<file path="config.mk">
export PLATFORM = sky130hd
export DESIGN_NAME = rtc_calendar
export DESIGN_NICKNAME = d
export VERILOG_FILES = /design/src/rtl/rtc_cal_pkg.sv /design/src/rtl/rtc_bcd_field.sv /design/src/rtl/rtc_day_count.sv /design/src/rtl/rtc_alarm_cmp.sv /design/src/rtl/rtc_calendar.sv
export SDC_FILE = /design/constraint.sdc
export NUM_CORES = 1
export LEC_CHECK = 0
export BUFFER_PORTS_ARGS = -buffer_cell sky130_fd_sc_hd__buf_2
export CORE_UTILIZATION = 25
export CTS_BUF_LIST = sky130_fd_sc_hd__clkbuf_8
export CTS_CLUSTER_SIZE = 14
export DETAILED_ROUTE_END_ITERATION = 10
export GPL_ROUTABILITY_DRIVEN = 0
export HOLD_SLACK_MARGIN = 0.06
export SETUP_SLACK_MARGIN = 0.05
export SLEW_MARGIN = 20
export SYNTH_ARGS = -nofsm -noshare
export SYNTH_HDL_FRONTEND = slang
export SYNTH_SLANG_ARGS = --single-unit
export TNS_END_PERCENT = 20
</file>
<file path="constraint.sdc">
create_clock -name clk_i -period 3.5 [get_ports clk_i]
set_clock_uncertainty 0.2 [all_clocks]
set_input_delay 0 -clock clk_i [delete_from_list [all_inputs] [get_ports clk_i]]
set_output_delay 0 -clock clk_i [all_outputs]
set_load 0.1 [all_outputs]
</file>
<file path="src/rtl/rtc_cal_pkg.sv">
package rtc_cal_pkg;
  localparam logic [7:0] A_CTRL   = 8'h14;
  localparam logic [7:0] A_SEC    = 8'h15;
  localparam logic [7:0] A_MIN    = 8'h16;
  localparam logic [7:0] A_HOUR   = 8'h17;
  localparam logic [7:0] A_DAY_LO = 8'h18;
  localparam logic [7:0] A_DAY_HI = 8'h19;
  localparam logic [7:0] A_AMIN   = 8'h1A;
  localparam logic [7:0] A_AHOUR  = 8'h1B;
  localparam logic [7:0] A_ADAY_LO = 8'h1C;
  localparam logic [7:0] A_ADAY_HI = 8'h1D;

  localparam int unsigned MS_TENS_W = 3;  // minutes/seconds tens digit
  localparam int unsigned HR_TENS_W = 2;  // hours tens digit
  localparam int unsigned MS_W = MS_TENS_W + 4;
  localparam int unsigned HR_W = HR_TENS_W + 4;

  typedef struct packed {
    logic day_en;
    logic hour_en;
    logic min_en;
    logic flag;
    logic irq_en;
    logic run;
  } ctrl_t;
endpackage

</file>
<file path="src/rtl/rtc_bcd_field.sv">
module rtc_bcd_field #(
  parameter int unsigned TENS_W   = 3,
  parameter int unsigned MAX_TENS = 5,
  parameter int unsigned MAX_ONES = 9
) (
  input  logic              clk_i,
  input  logic              rst_ni,
  input  logic              inc_i,
  input  logic              ld_i,
  input  logic [TENS_W+3:0] ld_val_i,
  output logic [TENS_W+3:0] val_o,
  output logic [TENS_W+3:0] nxt_o,
  output logic              wrap_o
);
  localparam int unsigned W = TENS_W + 4;
  localparam logic [W-1:0] MAXV = {TENS_W'(MAX_TENS), 4'(MAX_ONES)};

  logic [W-1:0] val_q, inc_val;
  logic [TENS_W-1:0] tens;
  logic [3:0] ones;

  assign tens = val_q[W-1:4];
  assign ones = val_q[3:0];

  always_comb begin
    if (val_q == MAXV)      inc_val = '0;
    else if (ones == 4'd9)  inc_val = {tens + TENS_W'(1), 4'd0};
    else                    inc_val = {tens, ones + 4'd1};
  end

  assign wrap_o = inc_i && (val_q == MAXV);
  assign nxt_o  = ld_i ? ld_val_i : (inc_i ? inc_val : val_q);
  assign val_o  = val_q;

  always_ff @(posedge clk_i or negedge rst_ni) begin
    if (!rst_ni) val_q <= '0;
    else         val_q <= nxt_o;
  end


  wrap_zero_chk: assert property (@(posedge clk_i) disable iff (!rst_ni)
    (inc_i && !ld_i && val_q == MAXV) |=> (val_q == '0));


  hold_chk: assert property (@(posedge clk_i) disable iff (!rst_ni)
    (!inc_i && !ld_i) |=> $stable(val_q));
endmodule

</file>
<file path="src/rtl/rtc_day_count.sv">
module rtc_day_count #(
  parameter int unsigned W = 15
) (
  input  logic         clk_i,
  input  logic         rst_ni,
  input  logic         inc_i,
  input  logic         ld_lo_i,
  input  logic         ld_hi_i,
  input  logic [7:0]   wdata_i,
  output logic [W-1:0] val_o,
  output logic [W-1:0] nxt_o
);
  localparam int unsigned HI_W = W - 8;

  logic [W-1:0] val_q;

  always_comb begin
    nxt_o = inc_i ? val_q + W'(1) : val_q;
    if (ld_lo_i) nxt_o[7:0]   = wdata_i;
    if (ld_hi_i) nxt_o[W-1:8] = wdata_i[HI_W-1:0];
  end

  assign val_o = val_q;

  always_ff @(posedge clk_i or negedge rst_ni) begin
    if (!rst_ni) val_q <= '0;
    else         val_q <= nxt_o;
  end


  day_wrap_chk: assert property (@(posedge clk_i) disable iff (!rst_ni)
    (inc_i && !ld_lo_i && !ld_hi_i && val_q == {W{1'b1}}) |=> (val_q == '0));
endmodule

</file>
<file path="src/rtl/rtc_alarm_cmp.sv">
module rtc_alarm_cmp #(
  parameter int unsigned MIN_W = 7,
  parameter int unsigned HR_W  = 6,
  parameter int unsigned DAY_W = 15
) (
  input  logic             roll_i,
  input  logic             min_en_i,
  input  logic             hour_en_i,
  input  logic             day_en_i,
  input  logic [MIN_W-1:0] min_i,
  input  logic [HR_W-1:0]  hour_i,
  input  logic [DAY_W-1:0] day_i,
  input  logic [MIN_W-1:0] amin_i,
  input  logic [HR_W-1:0]  ahour_i,
  input  logic [DAY_W-1:0] aday_i,
  output logic             hit_o
);
  logic min_ok, hour_ok, day_ok, any_en;

  assign min_ok  = !min_en_i  || (min_i  == amin_i);
  assign hour_ok = !hour_en_i || (hour_i == ahour_i);
  assign day_ok  = !day_en_i  || (day_i  == aday_i);
  assign any_en  = min_en_i || hour_en_i || day_en_i;
  assign hit_o   = roll_i && any_en && min_ok && hour_ok && day_ok;
endmodule

</file>
<file path="src/rtl/rtc_calendar.sv">
module rtc_calendar
  import rtc_cal_pkg::*;
#(
  parameter int unsigned DAY_W = 15
) (
  input  logic       clk_i,
  input  logic       rst_ni,
  input  logic       tick_i,
  input  logic       wr_i,
  input  logic [7:0] addr_i,
  input  logic [7:0] wdata_i,
  output logic [7:0] rdata_o,
  output logic       irq_o
);
  ctrl_t ctrl_q;
  logic step, busy;
  logic ld_sec, ld_min, ld_hour, ld_day_lo, ld_day_hi, wr_ctrl;
  logic sec_wrap, min_wrap, hour_wrap, hit;
  logic [MS_W-1:0] sec, sec_nxt, min, min_nxt, amin_q;
  logic [HR_W-1:0] hour, hour_nxt, ahour_q;
  logic [DAY_W-1:0] day, day_nxt, aday_q;

  assign step = tick_i && ctrl_q.run;
  assign busy = step;

  assign wr_ctrl   = wr_i && (addr_i == A_CTRL);
  assign ld_sec    = wr_i && (addr_i == A_SEC);
  assign ld_min    = wr_i && (addr_i == A_MIN);
  assign ld_hour   = wr_i && (addr_i == A_HOUR);
  assign ld_day_lo = wr_i && (addr_i == A_DAY_LO);
  assign ld_day_hi = wr_i && (addr_i == A_DAY_HI);

  rtc_bcd_field #(.TENS_W(MS_TENS_W), .MAX_TENS(5), .MAX_ONES(9)) u_sec (
    .clk_i, .rst_ni, .inc_i(step), .ld_i(ld_sec), .ld_val_i(wdata_i[MS_W-1:0]),
    .val_o(sec), .nxt_o(sec_nxt), .wrap_o(sec_wrap));

  rtc_bcd_field #(.TENS_W(MS_TENS_W), .MAX_TENS(5), .MAX_ONES(9)) u_min (
    .clk_i, .rst_ni, .inc_i(sec_wrap), .ld_i(ld_min), .ld_val_i(wdata_i[MS_W-1:0]),
    .val_o(min), .nxt_o(min_nxt), .wrap_o(min_wrap));

  rtc_bcd_field #(.TENS_W(HR_TENS_W), .MAX_TENS(2), .MAX_ONES(3)) u_hour (
    .clk_i, .rst_ni, .inc_i(min_wrap), .ld_i(ld_hour), .ld_val_i(wdata_i[HR_W-1:0]),
    .val_o(hour), .nxt_o(hour_nxt), .wrap_o(hour_wrap));

  rtc_day_count #(.W(DAY_W)) u_day (
    .clk_i, .rst_ni, .inc_i(hour_wrap), .ld_lo_i(ld_day_lo), .ld_hi_i(ld_day_hi),
    .wdata_i, .val_o(day), .nxt_o(day_nxt));

  // compare against the time that the rolling tick produces
  rtc_alarm_cmp #(.MIN_W(MS_W), .HR_W(HR_W), .DAY_W(DAY_W)) u_alarm (
    .roll_i(sec_wrap && !ld_sec),
    .min_en_i(ctrl_q.min_en), .hour_en_i(ctrl_q.hour_en), .day_en_i(ctrl_q.day_en),
    .min_i(min_nxt), .hour_i(hour_nxt), .day_i(day_nxt),
    .amin_i(amin_q), .ahour_i(ahour_q), .aday_i(aday_q),
    .hit_o(hit));

  always_ff @(posedge clk_i or negedge rst_ni) begin
    if (!rst_ni) begin
      ctrl_q  <= '0;
      amin_q  <= '0;
      ahour_q <= '0;
      aday_q  <= '0;
    end else begin
      if (wr_ctrl) begin
        ctrl_q.run     <= wdata_i[0];
        ctrl_q.irq_en  <= wdata_i[1];
        ctrl_q.min_en  <= wdata_i[3];
        ctrl_q.hour_en <= wdata_i[4];
        ctrl_q.day_en  <= wdata_i[5];
      end
      if (hit)                       ctrl_q.flag <= 1'b1;
      else if (wr_ctrl && wdata_i[2]) ctrl_q.flag <= 1'b0;
      if (wr_i && addr_i == A_AMIN)    amin_q  <= wdata_i[MS_W-1:0];
      if (wr_i && addr_i == A_AHOUR)   ahour_q <= wdata_i[HR_W-1:0];
      if (wr_i && addr_i == A_ADAY_LO) aday_q[7:0] <= wdata_i;
      if (wr_i && addr_i == A_ADAY_HI) aday_q[DAY_W-1:8] <= wdata_i[DAY_W-9:0];
    end
  end

  always_comb begin
    unique case (addr_i)
      A_CTRL:    rdata_o = {busy, 1'b0, ctrl_q.day_en, ctrl_q.hour_en, ctrl_q.min_en,
                            ctrl_q.flag, ctrl_q.irq_en, ctrl_q.run};
      A_SEC:     rdata_o = 8'(sec);
      A_MIN:     rdata_o = 8'(min);
      A_HOUR:    rdata_o = 8'(hour);
      A_DAY_LO:  rdata_o = day[7:0];
      A_DAY_HI:  rdata_o = 8'(day[DAY_W-1:8]);
      A_AMIN:    rdata_o = 8'(amin_q);
      A_AHOUR:   rdata_o = 8'(ahour_q);
      A_ADAY_LO: rdata_o = aday_q[7:0];
      A_ADAY_HI: rdata_o = 8'(aday_q[DAY_W-1:8]);
      default:   rdata_o = 8'h00;
    endcase
  end

  assign irq_o = ctrl_q.flag && ctrl_q.irq_en;


  flag_src_chk: assert property (@(posedge clk_i) disable iff (!rst_ni)
    $rose(ctrl_q.flag) |-> $past(tick_i && ctrl_q.run));


  no_en_chk: assert property (@(posedge clk_i) disable iff (!rst_ni)
    !(ctrl_q.min_en || ctrl_q.hour_en || ctrl_q.day_en) |=> !$rose(ctrl_q.flag));


  flag_clr_chk: assert property (@(posedge clk_i) disable iff (!rst_ni)
    (wr_ctrl && wdata_i[2] && !hit) |=> !ctrl_q.flag);


  irq_gate_chk: assert property (@(posedge clk_i) disable iff (!rst_ni)
    !ctrl_q.irq_en |-> !irq_o);
endmodule

</file>
After elaboration in Yosys (flattened, before gate mapping)
Index checks and enable logic that the tools add are counted.
{"block": "word_totals", "reg_bits": 69, "latchBits": 0, "mem_bits_rw": 0, "mem_bits_ro": 0, "in_bits": 20, "output_inout_bits": 9, "elab_cells": 93, "memories": 0}
{"block": "op_classes", "add_sub_neg": 7, "mul": 0, "div": 0, "n_lt_le_gt_ge": 0, "eq_ne": 19, "shift": 0, "mux": 18, "bitwise_logic": 0, "reduce_logical": 34}
{"cell": "== test 8 x 5 -> 1 bit, second input constant", "count": 10}
{"cell": "case mux 8 bit (10 select lines)", "count": 1}
{"cell": "2-to-1 mux 7 bit", "count": 9}
{"cell": "2-to-1 mux 6 bit", "count": 4}
{"cell": "logical AND 1 bit", "count": 21}
{"cell": "adder 15 x 1 -> 15 bit, second input constant", "count": 1}
{"cell": "== test 15 bit", "count": 1}
{"cell": "2-to-1 mux 15 bit", "count": 1}
{"cell": "== test 7 bit, second input constant", "count": 2}
{"cell": "adder 4 x 1 -> 4 bit, second input constant", "count": 3}
{"cell": "== test 4 bit, second input constant", "count": 3}
{"cell": "2-to-1 mux 8 bit", "count": 1}
{"cell": "== test 7 bit", "count": 1}
{"cell": "adder 3 x 1 -> 3 bit, second input constant", "count": 2}
{"cell": "== test 6 bit", "count": 1}
{"cell": "== test 6 bit, second input constant", "count": 1}
{"cell": "logical OR 1 bit", "count": 5}
{"cell": "zero test 1 bit", "count": 4}
{"cell": "nonzero test 2 bit", "count": 2}
{"cell": "nonzero test 3 bit", "count": 1}
{"cell": "adder 2 x 1 -> 2 bit, second input constant", "count": 1}
{"cell": "2-to-1 mux 1 bit", "count": 2}
{"cell": "AND reduction 2 bit", "count": 1}

Depth between registers and ports, before layout
Gate-level depths: netlist of the first run.
{"block": "logic_depth", "word_depth": 11, "ltp_mapped": 13, "mapped_depth_nobuf": 11}

Hierarchy
A second synthesis of the first run with hierarchy kept.
{"block": "unflattened", "hier_cells": 480, "area_unflattened_um2": 4755.8}
{"mod": "rtc_calendar", "instances": 1, "cells_per_inst": 187, "area_each_um2": 2089.5, "seq_area_each_um2": 850.8}
{"mod": "rtc_bcd_field at u_min ...", "instances": 2, "cells_per_inst": 51, "area_each_um2": 470.5, "seq_area_each_um2": 175.2}
{"mod": "rtc_day_count", "instances": 1, "cells_per_inst": 103, "area_each_um2": 930.9, "seq_area_each_um2": 375.4}
{"mod": "rtc_bcd_field at u_hour", "instances": 1, "cells_per_inst": 47, "area_each_um2": 441.7, "seq_area_each_um2": 150.1}
{"mod": "rtc_alarm_cmp", "instances": 1, "cells_per_inst": 41, "area_each_um2": 352.8, "seq_area_each_um2": 0.0}

Least setup slack after synthesis of the first run
No wires, ideal clock.
{"block": "synth_path", "path_kind": "input to output", "startpoint": "input port addr_i[0]", "endpoint": "output port rdata_o[7]", "t_arrival_ps": 3666, "required_ps": 3300, "setup_slack_ps": -366, "path_stages": 4, "path_cell_list": "clkbuf_1 -> buf_1 -> clkbuf_1 -> nor4_1"}
{"block": "synth_between", "elab_chain_len": 2, "elab_cells_between_ends": 11, "cone_classes": "eq/ne (10); mux (1)"}
{"element": "start, declared", "line_no": "rtc_calendar.sv:10", "rtl": "input logic [7:0] addr_i,"}
{"element": "== test 8 x 5 -> 1 bit", "line_no": "rtc_calendar.sv:81", "rtl": "unique case (addr_i)"}
{"element": "case mux 8 bit (10 select lines) *", "line_no": "rtc_calendar.sv:81"}
{"element": "end, declared", "line_no": "rtc_calendar.sv:12", "rtl": "output logic [7:0] rdata_o,"}
Mark *: on every way between the ends. The rest lies on a longest branch, timed or not.

Worst setup path after layout of the first run
{"block": "layout_path", "startpoint": "register u_min.val_q[1], in the netlist u_min.val_o[1]", "endpoint": "register ctrl_q[2] (netlist bit)"}
{"block": "layout_between", "elab_chain_len": 11, "elab_cells_between_ends": 25, "cone_classes": "add/sub (1); eq/ne (5); mux (10); reduce/logical (9)"}
{"element": "start, declared", "line_no": "rtc_bcd_field.sv:18", "rtl": "logic [W-1:0] val_q, inc_val;"}
{"element": "start signal, assigned", "line_no": "rtc_bcd_field.sv:37", "rtl": "else val_q <= nxt_o;"}
{"element": "adder 4 x 1 -> 4 bit / == test 4 bit (equally long branches)", "line_no": "rtc_bcd_field.sv:28, rtc_bcd_field.sv:27"}
{"element": "2-to-1 mux 7 bit", "line_no": "rtc_bcd_field.sv:27", "rtl": "else if (ones == 4'd9) inc_val = {tens + TENS_W'(1), 4'd0};"}
{"element": "2-to-1 mux 7 bit", "line_no": "rtc_bcd_field.sv:26", "rtl": "if (val_q == MAXV) inc_val = '0;"}
{"element": "2-to-1 mux 7 bit (2 in series)", "line_no": "rtc_bcd_field.sv:32", "rtl": "assign nxt_o = ld_i ? ld_val_i : (inc_i ? inc_val : val_q);"}
{"element": "== test 7 bit", "line_no": "rtc_alarm_cmp.sv:20", "rtl": "assign min_ok = !min_en_i || (min_i == amin_i);"}
{"element": "logical OR 1 bit", "line_no": "rtc_alarm_cmp.sv:20"}
{"element": "logical AND 1 bit (2 in series)", "line_no": "rtc_alarm_cmp.sv:24", "rtl": "assign hit_o = roll_i && any_en && min_ok && hour_ok && day_ok;"}
{"element": "logical AND 1 bit *", "line_no": "rtc_alarm_cmp.sv:24"}
{"element": "2-to-1 mux 1 bit / nonzero test 2 bit (equally long branches)"}
{"element": "end, declared", "line_no": "rtc_calendar.sv:15", "rtl": "ctrl_t ctrl_q;"}
Marked as above.
A chain may end at the register's enable or synchronous reset.

==> results.md, run 1 <==
- Synth cell types: 72
- Antenna violations before repair: 0
- Average size of a mapped cell: 8.92 µm²
- Max clock buf depth: 2
- Critical path startpoint: u_min.val_o[1]
- CTS root buffer: clkbuf_8
- Register area share after synthesis: 32.2%
- Synth top area share: approximately 32%
- Slew @ Worst Pin: approximately 0.94 ns
- Reg2Reg Launch Point: u_min.val_o[1]
- Non-Filler Instances: 918
- Cell Area, Synth: roughly 5400 µm²
- VDD IR-drop max: ~0.15 mV
- Tcrit/Tclk final: 95.1%
- CTS clk-pin slew, worst paths: 0.08 ns
- GRT Resource Usage Total: 16.9%
- Hold Fails Final Rpt: 0
- Synthesis Warnings: 0
- Vias in the first global route: 4737
- Fillers: 2226
- Fraction of registers with async set/reset: 100%
- Remaining Overflow, GRT: 0
- Number of synthesized register bits: 69
- Tightest Hold Check Type: in2async
- Wire length per cell: roughly 20 µm
- Drt total wl: 18000 µm
- Area of the multi-input gates: 3390 µm²
- FP Rows: 53
- Max-cap violations: 0
- Die area: 22100 µm²
- Core area: 21000 µm²
- Via Count: 5017
- Final setup violation count: 0
- Minimum clock period: roughly 3.3 ns
- Max FO, Critical Path: 8
- Ant. Diodes: 0
- Post-route DRC: 0
- Cts bufs inserted: 9
- Max Slew Vio Count: 0
- Drt first pass iters: 5
- Outcome: finished, final reports clean
- Pwr Total: 2.00 mW
- Post-route setup slack: 0.171 ns
- Share of layout cells above drive strength 1: about 22%
- Number of flops mapped to enable cells by yosys: 0
- Placed Instances: about 890
- Vias per inst: approximately 5.5
- Total clock sinks: 69
- Mapped Cells: 602
- Starting density of the core: 25.5%
- DRT antenna net count: 0
- Post-DP HPWL: 13400 µm
- WP data required: between 3 and 4 ns
- # H-tree levels: 3
- Crit start category: flip-flop
- Pleak: 2.52 nW
- Fmax: about 300 MHz
- # nets final: 672
- Final setup TNS: 0 ns
- Yosys top cell by area: dfrtp_1
- CP Capture Type: flip-flop
- Pwr dens: 323 nW/µm²
- Die Y: 149 µm
- Arrival @ worst endpoint: between 3 and 4 ns
- Ys flop type: dfrtp_1
- Top-Level Pins: 29
- Port Buf Inserts: 28
- Crit Path Category: reg2reg
- First-pass GRT wire length: approximately 28000 µm
- Drt first-iter violations: approximately 560
- Latest clock arrival within the worst-skew pair: between 0.3 and 0.4 ns
- Top cells by area, synth: dfrtp_1 (32%), mux2_2 (6.7%), xnor2_1 (5.9%)
- Setup WS pre-CTS: -0.0191 ns
- Synth Net Count: 634
- Largest net degree at the start of global routing: 70
- Area Overhead vs Synth: 15.2%
- Hold_ws: ~0.1 ns
- RSZ-0062 raised after global routing: false
- Seq. cell area: approximately 1700 µm²
- CTS tree: yes
- Slew HR: 37.6%
- Die Width: around 150 µm
## power by group
part	switching, mW	internal, mW	leakage (nW)
clock	0.318	0.283	0.0922
sequential	0.108	0.860	0.933
combinational	0.229	0.197	1.50
total	0.655	1.34	2.52
## final cells by class
| cell class | count | share of cell area, % |
|---|---|---|
| flip-flops and latches | 69 | 27.9 |
| well taps | 275 | 5.56 |
| clock buffers | 11 | 2.45 |
| repair buffers | 71 | 8.05 |
| multi-input cells | 472 | 54.8 |
| clock inverters | 3 | 0.222 |
| inverters | 17 | 1.03 |
## cell usage after synthesis (7+ instances only)
cell type	count
mux4_2	8
nand3_1	24
clkbuf_1	20
nand2_1	66
mux2_2	32
nor4_1	7
ha_1	12
nor3_1	25
buf_1	7
dfrtp_1	69
nand4_1	13
inv_1	17
o21ai_0	38
xor2_1	16
xnor2_1	36
a21oi_1	38
nor2_1	32
## placed cells by master, fill, tap and decap left out, drive strengths merged, types with 4 or more instances in the layout
master       count
o21a             6
nor3b            4
nand2           67
a22oi            6
and2             7
o21ai           39
a221o            4
mux2i            6
mux2            32
inv             18
or3              6
xor2            16
a211oi           6
nor3            26
a21oi           38
nor2            32
nand4           14
clkbuf          11
ha              12
dfrtp           69
o22ai            4
nand3           24
nor4            13
o41ai            4
dlygate4sd3     13
xnor2           36
nand3b           6
buf             58
a31oi            5
mux4             9
## what timing repair did
action | in CTS | in global routing
buffers inserted | 0 | 2
setup endpoints to repair | 1 | 1
hold buffers | 13 | 0
resized for setup | 1 | 12
hold endpoints to repair | 133 | 0
pin swaps | 0 | 1
## worst paths after layout
check,endpoint,slack [ns],depth (start not counted)
setup / recovery,ctrl_q[2],0.17,11
hold / removal,u_sec.val_o[2],0.1,2
setup reg to reg,ctrl_q[2],0.17,11
hold reg to reg,ctrl_q[1],0.35,1
max in group asynchronous,u_min.val_o[0],2.34,2
min in group clk_i,ctrl_q[2],0.12,7
## registers in the layout (all words and copies together), names as in the netlist
signal / count
aday_q: 15
u_day.val_o: 15
amin_q: 7
u_min.val_o: 7
u_sec.val_o: 7
ahour_q: 6
ctrl_q: 6
u_hour.val_o: 6
## kinds of logic after synthesis
logic type / after synthesis / synth area share [%]
and+or+nand+nor: 222 / 22.7
AOI/OAI and AO/OA: 139 / 16.5
buffers and inverters: 61 / 5.68
adders and majority gates: 12 / 2.80
xor gates and xnor gates: 52 / 8.48
muxes: 47 / 11.7
DFF: 69 / 32.2
## layer usage
layer | vias to the layer above | wire length [µm] | part of all wire [%] | global-route usage [%]
met2 | 258 | 8150 | 45 | 26.7
met1 | 2418 | 7530 | 42 | 21.5
met5 | - | 0 | 0 | 0
li1 | 2275 | - | - | -
met3 | 66 | 1340 | 7.4 | 3.74
met4 | 0 | 960 | 5.3 | 9.07
## worst max-delay path: stages, from the launching register on
cell and delay (ns):
dfrtp_1 0.43, inv_1 0.08, ha_1 0.20, and3b_2 0.29, nand4_4 0.24, nor4_4 0.36, nand4_1 0.20, xor2_1 0.19
nor3_1 0.06, or4_1 0.49, o41ai_2 0.32, a32o_1 0.21
## through the flow
step,utilization (%),area [µm²]
detailed placement,27.8,5840
global placement,27.8,5840
floorplan,-,5380
finish,29.4,6190
CTS,29.2,6130
global route,29.4,6190
Note: power is estimated with default switching activity, not from simulation.
==> run 2, diff against run 1 <==
Settings changed: GPL_TIMING_DRIVEN set to 0.
==> results.md, run 2 (synthesis results as in run 1) <==
- CTS clk-pin slew, worst paths: 0.08 ns
- Slew HR: 32.7%
- First-pass GRT wire length: 28300 µm
- Area Overhead vs Synth: 21.3%
- Post-route DRC: 0
- Slew @ Worst Pin: 1.00 ns
- VDD IR-drop max: around 0.17 mV
- Pwr dens: about 360 nW/µm²
- Hold Fails Final Rpt: 0
- Crit start category: flip-flop
- Crit path to: ctrl_q[2]
- Die Y: around 150 µm
- Fillers: roughly 2200
- Post-route setup slack: 0.124 ns
- Max FO, Critical Path: 7
- RSZ-0062 raised after global routing: true
- Final setup violation count: 0
- Die area: approximately 22000 µm²
- Largest net degree at the start of global routing: 55
- # H-tree levels: 3
- Wire length per cell: 19.2 µm
- Max-cap violations: 0
- Ant. Diodes: 0
- Tightest Hold Check Type: in2reg
- Remaining Overflow, GRT: 0
- Hold_ws: 0.0748 ns
- Pwr Total: around 2.3 mW
- Vias per inst: about 5.3
- Fmax: 296 MHz
- Drt first pass iters: 6
- Starting density of the core: about a quarter
- WP data required: 3.62 ns
- Crit Path Category: reg2reg
- Max clock buf depth: 2
- CTS root buffer: clkbuf_8
- Cts bufs inserted: 9
- Max Slew Vio Count: 0
- Outcome: finished, final reports clean
- Via Count: 5021
- CTS tree: yes
- Reg2reg path depth: 13
- Pleak: 2.70 nW
- Hold_sp: wr_i
- # nets final: 703
- Post-DP HPWL: between 10000 and 15000 µm
- Tcrit/Tclk final: 96.4%
- Critical path startpoint: u_min.val_o[1]
- CP Capture Type: flip-flop
- Port Buf Inserts: 20
- Most frequent cells in the layout: nand2_1 (66), dfrtp_1 (66), a21oi_1 (38)
- Minimum clock period: 3.38 ns
- Placed Instances: ~900
- DP Area: 5850 µm²
- Total clock sinks: a little under 70
- Share of layout cells above drive strength 1: 21.7%
- Arrival @ worst endpoint: 3.50 ns
- Die Width: 149 µm
- Reg2Reg Launch Point: u_min.val_o[1]
- DRT antenna net count: 0
- Latest clock arrival within the worst-skew pair: 0.39 ns
- FP Rows: 53
- Top-Level Pins: 29
- Core area: 21000 µm²
- Drt first-iter violations: 508
- Vias in the first global route: 4712
- Worst R2R Setup Slack: 0.12 ns
- Setup WS pre-CTS: -0.436 ns
- GRT Resource Usage Total: 17.2%
- Antenna violations before repair: 0
- Final setup TNS: 0 ns
- Non-Filler Instances: 951
- Finished Cell Area: 6510 µm²
- Util after Layout: 31.0%
- FF-to-FF End: ctrl_q[2]
- Drt total wl: approximately 18000 µm
## run 2: cell types whose count changed in the layout (fill, tap and decap cells not counted), sizes merged
cell,before,now
clkbuf,11,37
buf,58,64
bufinv,0,3
clkinv,2,0
## run 2: final cells by class
cell class                      count  area, µm²  share of cell area [%]
Multi-Input combinational cell    472       3430                    52.7
Sequential cell                    69       1730                    26.6
Timing Repair Buffer               58        440                    6.76
Tap cell                          275        344                    5.28
Buffer                             44        241                    3.71
Inverter                           17       63.8                   0.980
Clock buffer                       12        165                    2.54
Clock inverter                      4       93.8                    1.44
## run 2: how the worst min path moves through the flow
stage | endpoint | slack, ns | cells past startpoint
2_1_floorplan | aday_q[0] | -0.50 | 0
3_3_place_gp | u_day.val_o[7] | 0.05 | 3
3_5_place_dp | ctrl_q[0] | -0.31 | 1
4_1_cts | aday_q[13] | 0.06 | 3
5_1_grt | aday_q[8] | 0.12 | 3
6_report | aday_q[13] | 0.07 | 3
## run 2: timing repair
action | in CTS | in global routing
gates cloned | 0 | 0
setup buffers | 13 | 11
hold buffers | 13 | 0
endpoints found under the setup margin | 1 | 2
endpoints found under the hold margin | 88 | 0
pin swaps | 3 | 4
gates resized for setup | 7 | 11
## run 2: where the power goes
part / internal [mW] / switching (mW)
clock: 0.529 / 0.338
combinational: 0.226 / 0.268
sequential: 0.861 / 0.0927
total: 1.62 / 0.698
## run 2: routing by layer
layer,vias up,share of wire (%),global-route usage (%)
li1,2345,-,-
met1,2457,45,23.3
met2,182,46,26.7
met3,37,6.8,3.28
met4,0,3.1,7.37
met5,-,0,0
## run 2: worst max-delay path: stages, from the launching register on
cell and delay, ns:
dfrtp_1 0.40, inv_1 0.07, ha_1 0.18, and3b_1 0.16
clkbuf_4 0.18, nand4_4 0.18, buf_4 0.22, nor4_2 0.29
xor2_1 0.18, or2_2 0.31, a21oi_1 0.17, a31oi_1 0.15
o41ai_4 0.38, a32o_1 0.24
==> run 3, diff against run 2 <==
Settings changed: PLACE_DENSITY set to 0.36.
==> results.md, run 3 (synthesis results as in run 1) <==
- Gate power share: 25.7%
- Cts bufs inserted: 9
- WP data required: around 3.6 ns
- DRT antenna net count: 0
- GRT Resource Usage Total: 19.8%
- First-pass GRT wire length: 31500 µm
- Largest net degree at the start of global routing: 44
- Die Y: 149 µm
- Starting density of the core: about a quarter
- Drt first pass iters: 5
- Vias in the first global route: 4848
- Pleak: 2.64 nW
- CTS root buffer: clkbuf_8
- Area Overhead vs Synth: 19.9%
- VDD IR-drop max: 0.173 mV
- Ant. Diodes: 0
- Flop pwr share: 44.4%
- Remaining Overflow, GRT: 0
- Port Buf Inserts: 20
- NetSw: 725 µW
- Clock power share: 29.9%
- Hold_sp: addr_i[1]
- Post-route DRC: 0
- Die Width: between 100 and 150 µm
- Max FO, Critical Path: 6
- Vias per inst: 5.30
- Tcrit/Tclk final: 97.8%
- CP max-delay cell: or4_4
- Pwr dens: 335 nW/µm²
- FP Rows: 53
- Max-cap violations: 0
- DP Area: between 5000 and 6000 µm²
- Placed Instances: around 900
- Non-Filler Instances: between 900 and 1000
- Switch share: 33.6%
- Crit Path Category: reg2reg
- Outcome: finished, final reports clean
- Hold_ws: between 0.08 and 0.09 ns
- CP Capture Type: flip-flop
- CTS clk-pin slew, worst paths: approximately 0.07 ns
- Internal power: 1.43 mW
- Critical path startpoint: u_min.val_o[1]
- Drt first-iter violations: 296
- Top-Level Pins: 29
- Final setup violation count: 0
- Arrival @ worst endpoint: 3.53 ns
- # nets final: 697
- Post-DP HPWL: 15700 µm
- Drt total wl: 21100 µm
- Die area: 22100 µm²
- Most frequent cells in the layout: nand2_1 (66), dfrtp_1 (63), o21ai_0 (38)
- Slew HR: 35.4%
- Total clock sinks: 69
- Max clock buf depth: 2
- Fmax: roughly 290 MHz
- Wire length per cell: 22.4 µm
- CTS tree: yes
- Tightest Hold Check Type: in2reg
- Latest clock arrival within the worst-skew pair: 0.37 ns
- Via Count: 5006
- CP top delay family: simple AND/OR/NAND/NOR gates
- Slew @ Worst Pin: around 0.96 ns
- Commonest non-fill, non-tap cell in the layout: nand2_1
- Minimum clock period: 3.42 ns
- RSZ-0062 raised after global routing: true
- Crit-path cells: inv_1 > ha_2 > and3b_1 > buf_6 > nand4_4 > buf_4 > nor2_4 > o21ai_1 > a22oi_2 > a21oi_2 > or4_4 > o41ai_4 > a32o_1
- Worst path max stage delay: 0.55 ns
- Reg2Reg Launch Point: u_min.val_o[1]
- Max Slew Vio Count: 0
- # H-tree levels: 3
- Antenna violations before repair: 0
- Buf+Inv Stages, Crit Path: 3
- Share of layout cells above drive strength 1: approximately 23%
- Crit start category: flip-flop
- Hold Fails Final Rpt: 0
- Finished Cell Area: 6440 µm²
- Core area: ~21000 µm²
- Final setup TNS: 0 ns
-- run 3: cell count changes in the layout (fill, tap and decap cells not counted), sizes merged --
| cell | before | now |
|---|---|---|
| dlygate4sd3 | 13 | 8 |
| bufinv | 3 | 1 |
| buf | 64 | 65 |
| clkbuf | 37 | 32 |
| clkinv | 0 | 1 |
| inv | 18 | 21 |
-- run 3: what timing repair did --
item	in CTS	in global routing
cloned	0	0
endpoints found under the setup margin	1	1
pin swaps	6	11
gates resized for setup	12	23
hold endpoints to repair	81	0
hold buffers	9	0
buffers inserted	13	9
-- run 3: routing by layer --
layer / vias to the layer above / wire length [µm] / GRT usage, %
met3: 22 / 793 / 2.85
li1: 2330 / - / -
met1: 2541 / 9750 / 26.4
met4: 0 / 421 / 5.93
met5: - / 0 / 0
met2: 113 / 10100 / 32.9
-- run 3: worst min-delay path: cells and delay by family --
family	cells	cell delay [ns]
simple gates	1	0.09
buf+inv	2	0.38
compound gates	1	0.14
-- run 3: per-stage QoR --
stage                     power (mW)  setup slack (ns)  util, %
after floorplan                 1.25             0.110        -
after global placement          1.42            -0.711     27.7
after detailed placement        1.42            -0.660     27.8
after CTS                       2.13            0.0576     29.9
after global routing            2.27          -0.00592     30.6
final                           2.15            0.0761     30.6
-- run 3: final cells by class --
type | instances | area [µm²]
plain buffers | 44 | 245
well taps | 275 | 344
inverters | 17 | 63.8
repair buffers | 52 | 399
clock buffers | 9 | 124
fillers | 2258 | 14600
flip-flops and latches | 69 | 1730
multi-input cells | 472 | 3480
clock inverters | 6 | 50.0
-- run 3: path summary, 6_finish.rpt --
| kind | end | slack (ns) | depth (start not counted) |
|---|---|---|---|
| max | ctrl_q[2] | 0.08 | 13 |
| min | u_day.val_o[4] | 0.08 | 4 |
| max reg2reg | ctrl_q[2] | 0.08 | 13 |
| min reg2reg | ctrl_q[1] | 0.35 | 1 |
| max in group asynchronous | u_sec.val_o[4] | 2.34 | 4 |
| min in group asynchronous | aday_q[6] | 0.48 | 4 |
-- run 3: power groups by stage --
stage,sequential (mW),combinational (mW),clock (mW)
after floorplan,0.933,0.312,0
final,0.957,0.553,0.643
after global routing,0.968,0.601,0.697
after detailed placement,0.976,0.448,0
after CTS,0.957,0.501,0.672
after global placement,0.975,0.442,0
